## src/rtl/status_flags_pkg.sv

```systemverilog
package status_flags_pkg;
  localparam int unsigned STATUS_W = 8;
  // status byte bit positions
  localparam int unsigned FLAG_C = 0;
  localparam int unsigned FLAG_Z = 1;
  localparam int unsigned FLAG_N = 2;
  localparam int unsigned FLAG_V = 3;
  localparam int unsigned FLAG_S = 4;
  localparam int unsigned FLAG_H = 5;
  localparam int unsigned FLAG_T = 6;
  localparam int unsigned STORED_W = STATUS_W - 1;
  // ALU enable vector positions
  localparam int unsigned WE_C = 0;
  localparam int unsigned WE_Z = 1;
  localparam int unsigned WE_N = 2;
  localparam int unsigned WE_V = 3;
  localparam int unsigned WE_H = 4;
  localparam int unsigned NUM_WE = 5;

  typedef struct packed {
    logic t;
    logic h;
    logic s;
    logic v;
    logic n;
    logic z;
    logic c;
  } flags_t;
endpackage

```

## src/rtl/flag_update.sv

```systemverilog
module flag_update
  import status_flags_pkg::*;
#(
  parameter int unsigned DATA_W = 8
) (
  input  flags_t              cur_i,
  input  logic [NUM_WE-1:0]   we_i,
  input  logic [DATA_W-1:0]   result_i,
  input  logic                carry_i,
  input  logic                ovf_i,
  input  logic                half_i,
  output flags_t              nxt_o
);
  always_comb begin
    nxt_o = cur_i;
    if (we_i[WE_C]) nxt_o.c = carry_i;
    if (we_i[WE_Z]) nxt_o.z = ~|result_i;
    if (we_i[WE_N]) nxt_o.n = result_i[DATA_W-1];
    if (we_i[WE_V]) nxt_o.v = ovf_i;
    if (we_i[WE_H]) nxt_o.h = half_i;
    // sign follows the post-update N and V
    if (we_i[WE_N] | we_i[WE_V]) nxt_o.s = nxt_o.n ^ nxt_o.v;
  end
endmodule

```

## src/rtl/bit_xfer.sv

```systemverilog
module bit_xfer #(
  parameter int unsigned DATA_W = 8,
  localparam int unsigned IDX_W = $clog2(DATA_W)
) (
  input  logic [DATA_W-1:0] operand_i,
  input  logic [IDX_W-1:0]  sel_i,
  input  logic              t_i,
  output logic              bit_o,
  output logic [DATA_W-1:0] ins_o
);
  assign bit_o = operand_i[sel_i];

  for (genvar g = 0; g < DATA_W; g++) begin : g_ins
    assign ins_o[g] = (sel_i == IDX_W'(g)) ? t_i : operand_i[g];
  end
endmodule

```

## src/rtl/status_flags.sv

```systemverilog
module status_flags
  import status_flags_pkg::*;
#(
  parameter int unsigned DATA_W = 8,
  localparam int unsigned IDX_W = $clog2(DATA_W)
) (
  input  logic                clk_i,
  input  logic                rst_ni,
  input  logic [NUM_WE-1:0]   flag_we_i,
  input  logic [DATA_W-1:0]   result_i,
  input  logic                carry_i,
  input  logic                ovf_i,
  input  logic                half_i,
  input  logic                tstore_i,
  input  logic [IDX_W-1:0]    bit_sel_i,
  input  logic [DATA_W-1:0]   operand_i,
  output logic [DATA_W-1:0]   ins_byte_o,
  input  logic                sw_we_i,
  input  logic [STATUS_W-1:0] sw_data_i,
  output logic [STATUS_W-1:0] status_o
);
  flags_t flags_q, flags_d, alu_nxt;
  logic   ext_bit;

  flag_update #(.DATA_W(DATA_W)) u_upd (
    .cur_i    (flags_q),
    .we_i     (flag_we_i),
    .result_i (result_i),
    .carry_i  (carry_i),
    .ovf_i    (ovf_i),
    .half_i   (half_i),
    .nxt_o    (alu_nxt)
  );

  bit_xfer #(.DATA_W(DATA_W)) u_xfer (
    .operand_i (operand_i),
    .sel_i     (bit_sel_i),
    .t_i       (flags_q.t),
    .bit_o     (ext_bit),
    .ins_o     (ins_byte_o)
  );

  // priority: software write > (ALU flags, transfer store)
  always_comb begin
    flags_d = alu_nxt;
    if (tstore_i) flags_d.t = ext_bit;
    if (sw_we_i)  flags_d = flags_t'(sw_data_i[STORED_W-1:0]);
  end

  always_ff @(posedge clk_i or negedge rst_ni) begin
    if (!rst_ni) flags_q <= '0;
    else         flags_q <= flags_d;
  end

  assign status_o = {1'b0, flags_q};
endmodule

```

## config.mk

```make
export PLATFORM = sky130hd
export DESIGN_NAME = status_flags
export DESIGN_NICKNAME = d
export VERILOG_FILES = /design/src/rtl/status_flags_pkg.sv /design/src/rtl/flag_update.sv /design/src/rtl/bit_xfer.sv /design/src/rtl/status_flags.sv
export SDC_FILE = /design/constraint.sdc
export NUM_CORES = 1
export LEC_CHECK = 0
export ABC_AREA = 1
export BUFFER_PORTS_ARGS = -buffer_cell sky130_fd_sc_hd__buf_4
export CORE_MARGIN = 5
export CORE_UTILIZATION = 33
export CTS_CLUSTER_SIZE = 16
export DETAILED_ROUTE_END_ITERATION = 8
export GPL_TIMING_DRIVEN = 0
export PLACE_DENSITY_LB_ADDON = 0.15
export SYNTH_ARGS = -nofsm -noshare
export SYNTH_HDL_FRONTEND = slang
export SYNTH_SLANG_ARGS = --single-unit
```

## constraint.sdc

```tcl
create_clock -name clk_i -period 0.87 [get_ports clk_i]
set_input_delay 0.1305 -clock clk_i [delete_from_list [all_inputs] [get_ports clk_i]]
set_output_delay 0.1305 -clock clk_i [all_outputs]
set_load 0.01 [all_outputs]
```

Yosys cells after proc, flatten, opt, wreduce, memory -nomap -nowiden
Cells that the tools add are included.
{"block": "word_totals", "reg_bits": 7, "latch_bits": 0, "ramBits": 0, "rom_bits": 0, "inputBits": 39, "out_inout_bits": 16, "elab_cells": 43, "memories": 0}
{"block": "classes", "addsub": 0, "n_mul": 0, "div_mod_pow": 0, "order_cmp": 1, "eq_ne": 7, "shifts": 0, "muxes": 18, "bitwise_logic": 2, "n_reduce_logical": 8}
{"operator": "2-to-1 mux 1 bit", "n": 16}
{"operator": "== test 3 bit, second input constant", "n": 4}
{"operator": "nonzero test 2 bit", "n": 5}
{"operator": "OR reduction 8 bit", "n": 1}
{"operator": "2-to-1 mux 7 bit", "n": 1}
{"operator": "== test 3 x 2 -> 1 bit, second input constant", "n": 2}
{"operator": "< comparator 3 x 4 -> 1 bit, second input constant", "n": 1}
{"operator": "binary-select mux 1 bit (select 3 bit)", "n": 1}
{"operator": "== test 3 x 1 -> 1 bit, second input constant", "n": 1}
{"operator": "zero test 3 bit", "n": 1}
{"operator": "zero test 1 bit", "n": 1}
{"operator": "OR 1 bit", "n": 1}
{"operator": "bitwise XOR 1 bit", "n": 1}

Longest topological paths before layout
Gate-level depths: netlist of run 1.
{"block": "logic_depth", "word_depth": 4, "depth_mapped": 8, "depth_no_buf": 8}

Cells and area by module
A second synthesis of run 1 with hierarchy kept.
{"block": "hier_totals", "hier_cells": 124, "area_unflattened_um2": 709.4}
{"module": "status_flags", "n_inst": 1, "cells_each": 37, "area_each_um2": 305.3, "seq_area_each_um2": 175.2}
{"module": "bit_xfer", "n_inst": 1, "cells_each": 52, "area_each_um2": 237.7, "seq_area_each_um2": 0.0}
{"module": "flag_update", "n_inst": 1, "cells_each": 35, "area_each_um2": 166.4, "seq_area_each_um2": 0.0}

Least setup slack after synthesis of run 1
Ideal clock, no wire load.
{"block": "synth_path", "kind": "register to register", "from": "register flags_q, in the netlist status_o[3]", "to": "register flags_q, in the netlist status_o[4]", "setup_ns": 0.123, "arrival_time_ns": 0.866, "required_ns": 0.747, "setup_slack_ns": -0.120, "stages_incl_launch_ff": 6, "path_buffers": 0, "synth_period_minus_slack_ns": 0.990, "cell_sequence": "dfrtp_1 -> or2_0 -> o21ai_2 -> nor2_1 -> nor2_1 -> o21ai_1"}
{"block": "synth_between", "elab_chain_cells": 4}
{"element": "start: declaration", "line": "status_flags.sv:22", "source": "flags_t flags_q, flags_d, alu_nxt;"}
{"element": "start signal: assignment", "line": "status_flags.sv:52", "source": "else flags_q <= flags_d;"}
{"element": "2-to-1 mux 1 bit", "line": "flag_update.sv:19", "source": "if (we_i[WE_V]) nxt_o.v = ovf_i;"}
{"element": "bitwise XOR 1 bit", "line": "flag_update.sv:22", "source": "if (we_i[WE_N] | we_i[WE_V]) nxt_o.s = nxt_o.n ^ nxt_o.v;"}
{"element": "2-to-1 mux 1 bit", "line": "flag_update.sv:22"}
{"element": "2-to-1 mux 7 bit", "line": "status_flags.sv:47", "source": "if (sw_we_i) flags_d = flags_t'(sw_data_i[STORED_W-1:0]);"}
Every way passes these cells. The select of a mux whose other input is x is not followed.
A chain may end at the register's enable or synchronous reset.

Worst setup path after layout of run 1
{"block": "layout_path", "from": "register flags_q, in the netlist status_o[6]", "to": "output ins_byte_o[5]"}
{"block": "layout_between", "elab_chain_cells": 1}
{"element": "2-to-1 mux 1 bit", "line": "bit_xfer.sv:14", "source": "assign ins_o[g] = (sel_i == IDX_W'(g)) ? t_i : operand_i[g];"}
{"element": "end: declaration", "line": "status_flags.sv:17", "source": "output logic [DATA_W-1:0] ins_byte_o,"}
Every way passes these cells.

==> impl_metrics.py, run 1 <==
metrics = {
    "die": {
        "ios": 55,
        "fp.dieH_um": 53.67,
        "chipWidth_um": 53.67,
        "core-area_um2": 1764,
        "start_util_pct": 35.67,
        "dieArea_um2": 2880,
        "rows": 15,
    },
    "grt": {
        "grt_pass1_vias": 829,
        "grt_max_degree": 11,
        "grt_pass1_wl_um": 3256,
        "grt_antenna_before_repair": 0,
        "overflow": 0,
        "track_usage_pct": 15.14,
    },
    "detailed_routing": {
        "drtPass1Iterations": 4,
        "wl_per_cell_um": 11.41,
        "via_per_inst": 4.549,
        "post-route-drc-count": 0,
        "routed_wl_um": 2077,
        "routed-via-count": 828,
        "ant_nets": 0,
        "dr.first_iter.drc_count": 12,
    },
    "finish": {
        "final_area_um2": 1169,
        "fillers": 172,
        "fin_cells": 182,
        "multiInputGateArea_um2": 392.9,
        "fin_util_pct": 66.24,
        "final_common_cell": "buf_4",
        "nets": 197,
        "layout-drive-gt1-share_pct": 47.77,
        "largest_register_ffs": 7,
        "seqCellArea_um2": 175.2,
        "area_growth_pct": 85.69,
        "diodes": 0,
        "final_cell_mix": "buf_4, nand2_1, nor2_1",
    },
    "setup_path": {
        "slowest_delay_ns": 0.38,
        "ff2ff_path_depth": 6,
        "endpoint_kind": "output pin",
        "cpMaxStageDelayCell": "dfrtp_1",
        "cp_cell_sequence": "inv_4 -> o21ai_0 -> buf_4",
        "critical_path.top_delay_family": "flip-flops",
        "cp.arrival_ns": 1.02,
        "worst-path-buf-inv": 2,
        "startpoint": "status_o[6]",
        "path_class": "reg2out",
        "timing.rr.end": "status_o[4]",
        "crit_path_max_fanout": 9,
        "start_kind": "flip-flop",
        "required_ns": 0.74,
        "r2r_start": "status_o[3]",
        "rrSetupSlack_ns": -0.18,
    },
    "synth": {
        "yosysSeqAreaShare_pct": 27.83,
        "synth_area_leader_cell": "dfrtp_1",
        "synth_edf_count": 0,
        "syn_inst": 97,
        "synth_top_area_share_pct": 27.83,
        "synth_area_per_cell_um2": 6.488,
        "yosysWarnings": 0,
        "ys.flop_type": "dfrtp_1",
        "yosys-top-cells-area": "dfrtp_1, nand2_1, o21ai_0, nor2_1, nand3_1",
        "syn_area_um2": 629.4,
        "synth_cell_types": 23,
        "async_reset_ff_share_pct": 100.0,
        "synth-seq-cells": 7,
        "syn_nets": 136,
    },
    "clock_network": {
        "cts_tree": "built",
        "cts.htree.levels": 1,
        "cts-root-buf": "clkbuf_4",
        "clk_latency_ns": 0.24,
        "cts_buffer_depth": 2,
        "cts_made_buffers": 3,
        "cts.sinks": 7,
        "clkTransAtPathRegs_ns": 0.05,
    },
    "timing": {
        "setup_violations": 17,
        "finClkSkew_ns": 0.0003258,
        "min_period_ns": 1.146,
        "hold_violations": 0,
        "setup_tns_ns": -2.752,
        "fmax_mhz": 873.0,
        "finalHoldWorstSlack_ns": 0.1031,
        "maxSlewViolCount": 0,
        "setup_slack_ns": -0.2755,
        "rsz0062_at_grt": "true",
        "fin_crit_sh_pct": 131.7,
    },
    "min_path": {
        "hold-path-endpoint": "status_o[3]",
        "hold_class": "in2reg",
        "min_path_cells": 3,
        "hold_path_startpoint": "sw_data_i[3]",
    },
    "flow_run": {
        "cap_violations": 0,
    },
    "placement": {
        "hpwl_um": 1649,
        "place.gp.congestion": 0.7826,
        "postPlaceCellArea_um2": 1039,
        "post-place-ws_ns": -0.1619,
        "dpl.cell_count": 172,
        "io_buffers": 50,
    },
    "pwr": {
        "ir_drop_uv": 618.5,
        "total_power_mw": 1.233,
        "p_per_area_nw_per_um2": 1055,
        "power.leakage_nw": 0.6218,
    },
    "outcome": {
        "violations": "negative setup slack",
        "status": "complete, but fails checks",
    },
}
## layer usage
metal	vias to the layer above	part of all wire (%)	GRT usage (%)
met3	0	7.0	2.770
met4	0	0	6.383
met1	358	40	19.10
met2	33	52	25.00
li1	437	-	-
met5	-	0	0
## logic make-up (layout without fill, tap and decap cells)
family                 Yosys count  in the layout  synth area share [%]
multiplexers                     2              2                 3.181
buffers and inverters           14             74                 12.72
flip-flops                       7              7                 27.83
other                            1              1                0.5958
AO/OA/AOI/OAI                   21             21                 18.49
AND/OR/NAND/NOR                 52             52                 37.18
## tightest hold or removal path: stages
cell,delay [ns]
buf_4,0.08
nand2_1,0.04
o21ai_1,0.06
## final cells by class
class | count | share of cell area [%]
Timing Repair Buffer | 56 | 39.08
Multi-Input combinational cell | 76 | 33.62
Sequential cell | 7 | 14.99
Inverter | 10 | 3.854
Buffer | 4 | 3.533
Tap cell | 25 | 2.677
Clock buffer | 4 | 2.248
## synthesized netlist by cell type, types with 2 or more instances
cell     instances
a21oi_1          4
a31oi_1          3
buf_4            2
buf_6            2
dfrtp_1          7
inv_1            8
mux2i_1          2
nand2_1         21
nand3_1         10
nand3_2          2
nor2_1          14
o21ai_0         11
## how the worst max path moves through the flow
stage | depth (start not counted) | to | slack [ns]
2_1_floorplan | 5 | status_o[4] | -0.12
3_3_place_gp | 6 | status_o[4] | -0.13
3_5_place_dp | 3 | ins_byte_o[6] | -0.16
4_1_cts | 3 | ins_byte_o[6] | -0.30
5_1_grt | 3 | ins_byte_o[0] | -0.35
6_report | 3 | ins_byte_o[5] | -0.28
## what timing repair did
action,CTS,global route
buffers inserted,5,0
setup endpoints to repair,18,21
hold buffers,1,0
resized for setup,13,9
endpoints found under the hold margin,7,0
pin swaps,0,3
## report_power, final
part	total (mW)	switching, mW	leakage [nW]	internal, mW
Sequential	0.382	0.0245	0.0815	0.357
Clock	0.293	0.118	0.0150	0.175
Combinational	0.559	0.236	0.525	0.322
Total	1.23	0.379	0.622	0.854
(Power assumes the default switching activity.)
==> run 2: changes to the inputs <==
MAX_ROUTING_LAYER = met4   (was default)
PLACE_DENSITY_LB_ADDON = 0.3   (was 0.15)
==> run 2 against run 1 <==
- the flow still finishes with violations (negative setup slack)
- clock power is essentially flat
- clock-buffer cell count did not move
- via count increased by 3.1%
- combinational power about the same
- power hardly changed
- cell count unchanged
- register-to-register slack better by 0.04 ns
- worst setup slack got worse by 0.0089 ns
- global-route usage shrank 0.53 points
- first-iteration DRC count did not move
- wire length is 1.8% lower
- core utilization rose by 0.14 points
- critical endpoint is now ins_byte_o[1]
==> impl_metrics.py, run 2 (same netlist as run 1, synthesis figures left out) <==
metrics = {
    "finish": {
        "layout-drive-gt1-share_pct": 47.13,
        "fin_cells": 182,
        "largest_register_ffs": 7,
        "fin_util_pct": 66.38,
        "final_cell_mix": "buf_4, nand2_1, nor2_1",
        "diodes": 0,
        "area_growth_pct": 86.08,
        "final_area_um2": 1171,
        "nets": 197,
        "final_common_cell": "buf_4",
    },
    "grt": {
        "top_usage_layer": "met2",
        "overflow": 0,
        "grt_util_met3_pct": 3.878,
        "grt_pass1_wl_um": 3056,
        "track_usage_pct": 14.61,
        "grt_antenna_before_repair": 0,
        "met2_usage_pct": 24.80,
        "grt_max_degree": 11,
        "grt_util_met1_pct": 16.86,
        "grt_pass1_vias": 769,
    },
    "pwr": {
        "power_switching_mw": 0.3786,
        "ir_drop_uv": 710.2,
        "power_frac_comb_pct": 45.5,
        "total_power_mw": 1.234,
        "p_clk_share_pct": 23.5,
        "power.leakage_nw": 0.6214,
        "pwr-share-seq_pct": 31.0,
        "p_per_area_nw_per_um2": 1053,
        "internal-power_mw": 0.8552,
        "netSwitchingFraction_pct": 30.68,
    },
    "setup_path": {
        "start_kind": "flip-flop",
        "r2r_start": "status_o[3]",
        "cp_cell_sequence": "inv_4 -> o21ai_0 -> buf_4",
        "required_ns": 0.74,
        "endpoint_kind": "output pin",
        "path_class": "reg2out",
        "slowest_delay_ns": 0.38,
        "ff2ff_path_depth": 6,
        "cp.arrival_ns": 1.02,
        "startpoint": "status_o[6]",
        "crit_path_max_fanout": 9,
        "cpMaxStageDelayCell": "dfrtp_1",
    },
    "timing": {
        "finClkSkew_ns": 0.005674,
        "setup_slack_ns": -0.2844,
        "maxSlewViolCount": 0,
        "finalHoldWorstSlack_ns": 0.09169,
        "setup_violations": 16,
        "rsz0062_at_grt": "true",
        "min_period_ns": 1.154,
        "fmax_mhz": 866.3,
        "setup_tns_ns": -2.694,
        "hold_violations": 0,
        "fin_crit_sh_pct": 132.7,
    },
    "clock_network": {
        "clkTransAtPathRegs_ns": 0.05,
        "cts.sinks": 7,
        "cts_made_buffers": 3,
        "clk_latency_ns": 0.25,
        "cts.htree.levels": 1,
        "cts-root-buf": "clkbuf_4",
        "cts_buffer_depth": 2,
        "cts_tree": "built",
    },
    "die": {
        "rows": 15,
        "dieArea_um2": 2880,
        "fp.dieH_um": 53.67,
        "core-area_um2": 1764,
        "ios": 55,
        "start_util_pct": 35.67,
        "chipWidth_um": 53.67,
    },
    "detailed_routing": {
        "post-route-drc-count": 0,
        "dr.first_iter.drc_count": 12,
        "wl_per_cell_um": 11.20,
        "via_per_inst": 4.692,
        "drtPass1Iterations": 4,
        "routed_wl_um": 2039,
        "routed-via-count": 854,
        "ant_nets": 0,
    },
    "placement": {
        "postPlaceCellArea_um2": 1039,
        "place.gp.congestion": 0.8277,
        "dpl.cell_count": 172,
        "io_buffers": 50,
        "hpwl_um": 1645,
        "post-place-ws_ns": -0.1495,
    },
    "min_path": {
        "hold_class": "in2reg",
        "min_path_cells": 3,
        "hold_path_startpoint": "sw_data_i[4]",
    },
    "flow_run": {
        "cap_violations": 0,
    },
    "outcome": {
        "status": "complete, but fails checks",
        "violations": "negative setup slack",
    },
}
run 2: final cells by class:
cell class	instances	area (um2)
Buffer	4	41.29
Clock buffer	4	26.28
Multi-Input combinational cell	76	395.4
Inverter	10	45.04
Timing Repair Buffer	56	456.7
Sequential cell	7	175.2
Fill cell	162	593.1
Tap cell	25	31.28
run 2: per-layer routing:
| layer | share of wire (%) | vias up | routed length [um] |
|---|---|---|---|
| met5 | 0 | - | 0 |
| met4 | 1.5 | 0 | 31 |
| met3 | 8.4 | 4 | 171 |
| met2 | 54 | 41 | 1106 |
| met1 | 36 | 371 | 730 |
| li1 | - | 438 | - |
run 2: critical path, delay by kind of cell (launching register included):
kind | cells | cell delay (ns)
buffers and inverters | 2 | 0.23
flip-flops | 1 | 0.38
AO/OA/AOI/OAI | 1 | 0.17
run 2: what timing repair did:
item,CTS,global route
endpoints found under the setup margin,18,20
pin swaps,1,2
hold endpoints to repair,7,0
hold buffers,1,0
gates resized for setup,11,9
setup buffers,3,2
run 2: final timing paths:
check | endpoint | slack (ns)
hold reg to reg | status_o[2] | 0.64
max in group asynchronous | status_o[0] | 0.51
hold / removal | status_o[4] | 0.09
setup / recovery | ins_byte_o[1] | -0.28
setup reg to reg | status_o[4] | -0.14
min in group asynchronous | status_o[4] | 0.23
run 2: power groups by stage:
stage          sequential (mW)  clock [mW]  combinational (mW)
6_report                 0.382       0.290               0.561
3_3_place_gp             0.377           0               0.468
3_5_place_dp             0.379           0               0.479
2_1_floorplan            0.390           0               0.200
5_1_grt                  0.386       0.336               0.619
4_1_cts                  0.379       0.299               0.529
==> run 3: changes to the inputs <==
CTS_CLUSTER_DIAMETER = 150   (was default)
SETUP_SLACK_MARGIN = 0.05   (was default)
==> run 3 against run 2 <==
- the flow still finishes with violations (negative setup slack)
- clock skew down 0.0039 ns
- clock-buffer cell count unchanged
- register-to-register slack worse by 0.05 ns
- cell count down 1.1%
- sequential cell count unchanged
- power down 1.3%
- largest cell class unchanged
- non-clock buffer count down 2
==> impl_metrics.py, run 3 (same netlist as run 1, synthesis figures left out) <==
metrics = {
    "finish": {
        "largest_register_ffs": 7,
        "final_cell_mix": "buf_4, nand2_1, nor2_1",
        "diodes": 0,
        "layout-drive-gt1-share_pct": 45.81,
        "nets": 195,
        "fin_util_pct": 64.96,
        "final_area_um2": 1146,
        "area_growth_pct": 82.11,
        "fillers": 166,
        "final_common_cell": "buf_4",
        "fin_cells": 180,
    },
    "die": {
        "ios": 55,
        "fp.dieH_um": 53.67,
        "chipWidth_um": 53.67,
        "core-area_um2": 1764,
        "rows": 15,
        "start_util_pct": 35.67,
        "dieArea_um2": 2880,
    },
    "setup_path": {
        "critical_path.top_delay_family": "flip-flops",
        "start_kind": "flip-flop",
        "timing.rr.end": "status_o[4]",
        "cpMaxStageDelayCell": "dfrtp_1",
        "slowest_delay_ns": 0.40,
        "worst-path-buf-inv": 3,
        "path_class": "reg2out",
        "endpoint_kind": "output pin",
        "r2r_start": "status_o[3]",
        "cp.arrival_ns": 1.00,
        "crit_path_max_fanout": 2,
        "rrSetupSlack_ns": -0.19,
        "ff2ff_path_depth": 5,
        "cp_cell_sequence": "buf_4 -> buf_6 -> buf_6",
        "required_ns": 0.74,
        "cpMostUsedCell": "buf_6",
    },
    "grt": {
        "met2_usage_pct": 26.21,
        "grt_util_met1_pct": 18.23,
        "grt_pass1_vias": 782,
        "grt_max_degree": 11,
        "top_usage_layer": "met2",
        "grt_util_met3_pct": 2.216,
        "track_usage_pct": 15.27,
        "grt_pass1_wl_um": 3194,
        "overflow": 0,
        "grt_antenna_before_repair": 0,
    },
    "clock_network": {
        "cts.htree.levels": 1,
        "cts-root-buf": "clkbuf_4",
        "cts.sinks": 7,
        "clkTransAtPathRegs_ns": 0.05,
        "cts_made_buffers": 3,
        "clk_latency_ns": 0.24,
        "cts_buffer_depth": 2,
        "cts_tree": "built",
    },
    "timing": {
        "finClkSkew_ns": 0.001731,
        "maxSlewViolCount": 0,
        "setup_slack_ns": -0.2576,
        "setup_tns_ns": -2.599,
        "rsz0062_at_grt": "true",
        "finalHoldWorstSlack_ns": 0.09861,
        "min_period_ns": 1.128,
        "fin_crit_sh_pct": 129.6,
        "hold_violations": 0,
        "fmax_mhz": 886.8,
        "setup_violations": 16,
    },
    "placement": {
        "postPlaceCellArea_um2": 1044,
        "dpl.cell_count": 172,
        "hpwl_um": 1635,
        "io_buffers": 50,
        "place.gp.congestion": 0.8861,
    },
    "detailed_routing": {
        "routed-via-count": 843,
        "dr.first_iter.drc_count": 10,
        "post-route-drc-count": 0,
        "via_per_inst": 4.683,
        "ant_nets": 0,
        "routed_wl_um": 2143,
        "wl_per_cell_um": 11.91,
        "drtPass1Iterations": 4,
    },
    "flow_run": {
        "cap_violations": 0,
    },
    "pwr": {
        "power_switching_mw": 0.3749,
        "power_frac_comb_pct": 45.1,
        "pwr-share-seq_pct": 31.5,
        "ir_drop_uv": 594.8,
        "p_clk_share_pct": 23.4,
        "power.leakage_nw": 0.6121,
        "p_per_area_nw_per_um2": 1062,
        "netSwitchingFraction_pct": 30.79,
        "internal-power_mw": 0.8427,
    },
    "min_path": {
        "hold_class": "in2reg",
        "hold-path-endpoint": "status_o[2]",
        "hold_path_startpoint": "sw_data_i[2]",
        "min_path_cells": 3,
    },
    "outcome": {
        "status": "complete, but fails checks",
        "violations": "negative setup slack",
    },
}
## run 3: worst max path at each step
stage,start,slack (ns),endpoint,depth (start not counted)
final,status_o[6],-0.26,status_o[6],3
after global routing,status_o[6],-0.31,ins_byte_o[4],3
after CTS,status_o[6],-0.27,ins_byte_o[4],3
after detailed placement,status_o[2],-0.20,status_o[4],6
after global placement,status_o[2],-0.14,status_o[4],6
after floorplan,status_o[3],-0.12,status_o[4],5
## run 3: metal layers
metal	share of wire, %	up-vias
li1	-	435
met1	38	382
met2	58	26
met3	4.9	0
met4	0	0
met5	0	-
## run 3: repair_timing
action                                 in CTS  in global routing
setup endpoints to repair                  18                 20
endpoints found under the hold margin       7                  0
hold buffers                                1                  0
resized for setup                          10                  6
pin swaps                                   3                  2
buffers inserted                            2                  1
## run 3: final cells by class
class | count | area, um2 | share of cell area, %
Sequential cell | 7 | 175.2 | 15.28
Buffer | 4 | 41.29 | 3.603
Inverter | 10 | 45.04 | 3.930
Tap cell | 25 | 31.28 | 2.729
Timing Repair Buffer | 54 | 441.7 | 38.54
Clock buffer | 4 | 26.28 | 2.293
Multi-Input combinational cell | 76 | 385.4 | 33.62
## run 3: power by group through the flow
stage | clock (mW) | combinational, mW | sequential, mW
floorplan | 0 | 0.207 | 0.391
global placement | 0 | 0.476 | 0.378
detailed placement | 0 | 0.486 | 0.380
CTS | 0.302 | 0.526 | 0.380
global route | 0.324 | 0.600 | 0.386
finish | 0.285 | 0.549 | 0.384
## run 3: metrics by stage
| stage | setup slack (ns) | power, mW |
|---|---|---|
| 2_1_floorplan | -0.1197 | 0.5976 |
| 3_5_place_dp | -0.2027 | 0.8656 |
| 4_1_cts | -0.2700 | 1.208 |
| 6_report | -0.2576 | 1.218 |
| 3_3_place_gp | -0.1376 | 0.8536 |
| 5_1_grt | -0.3079 | 1.311 |
## run 3: worst min-delay path, cell delays in order
cell,delay (ns)
buf_4,0.08
nand2_1,0.04
o21ai_0,0.06
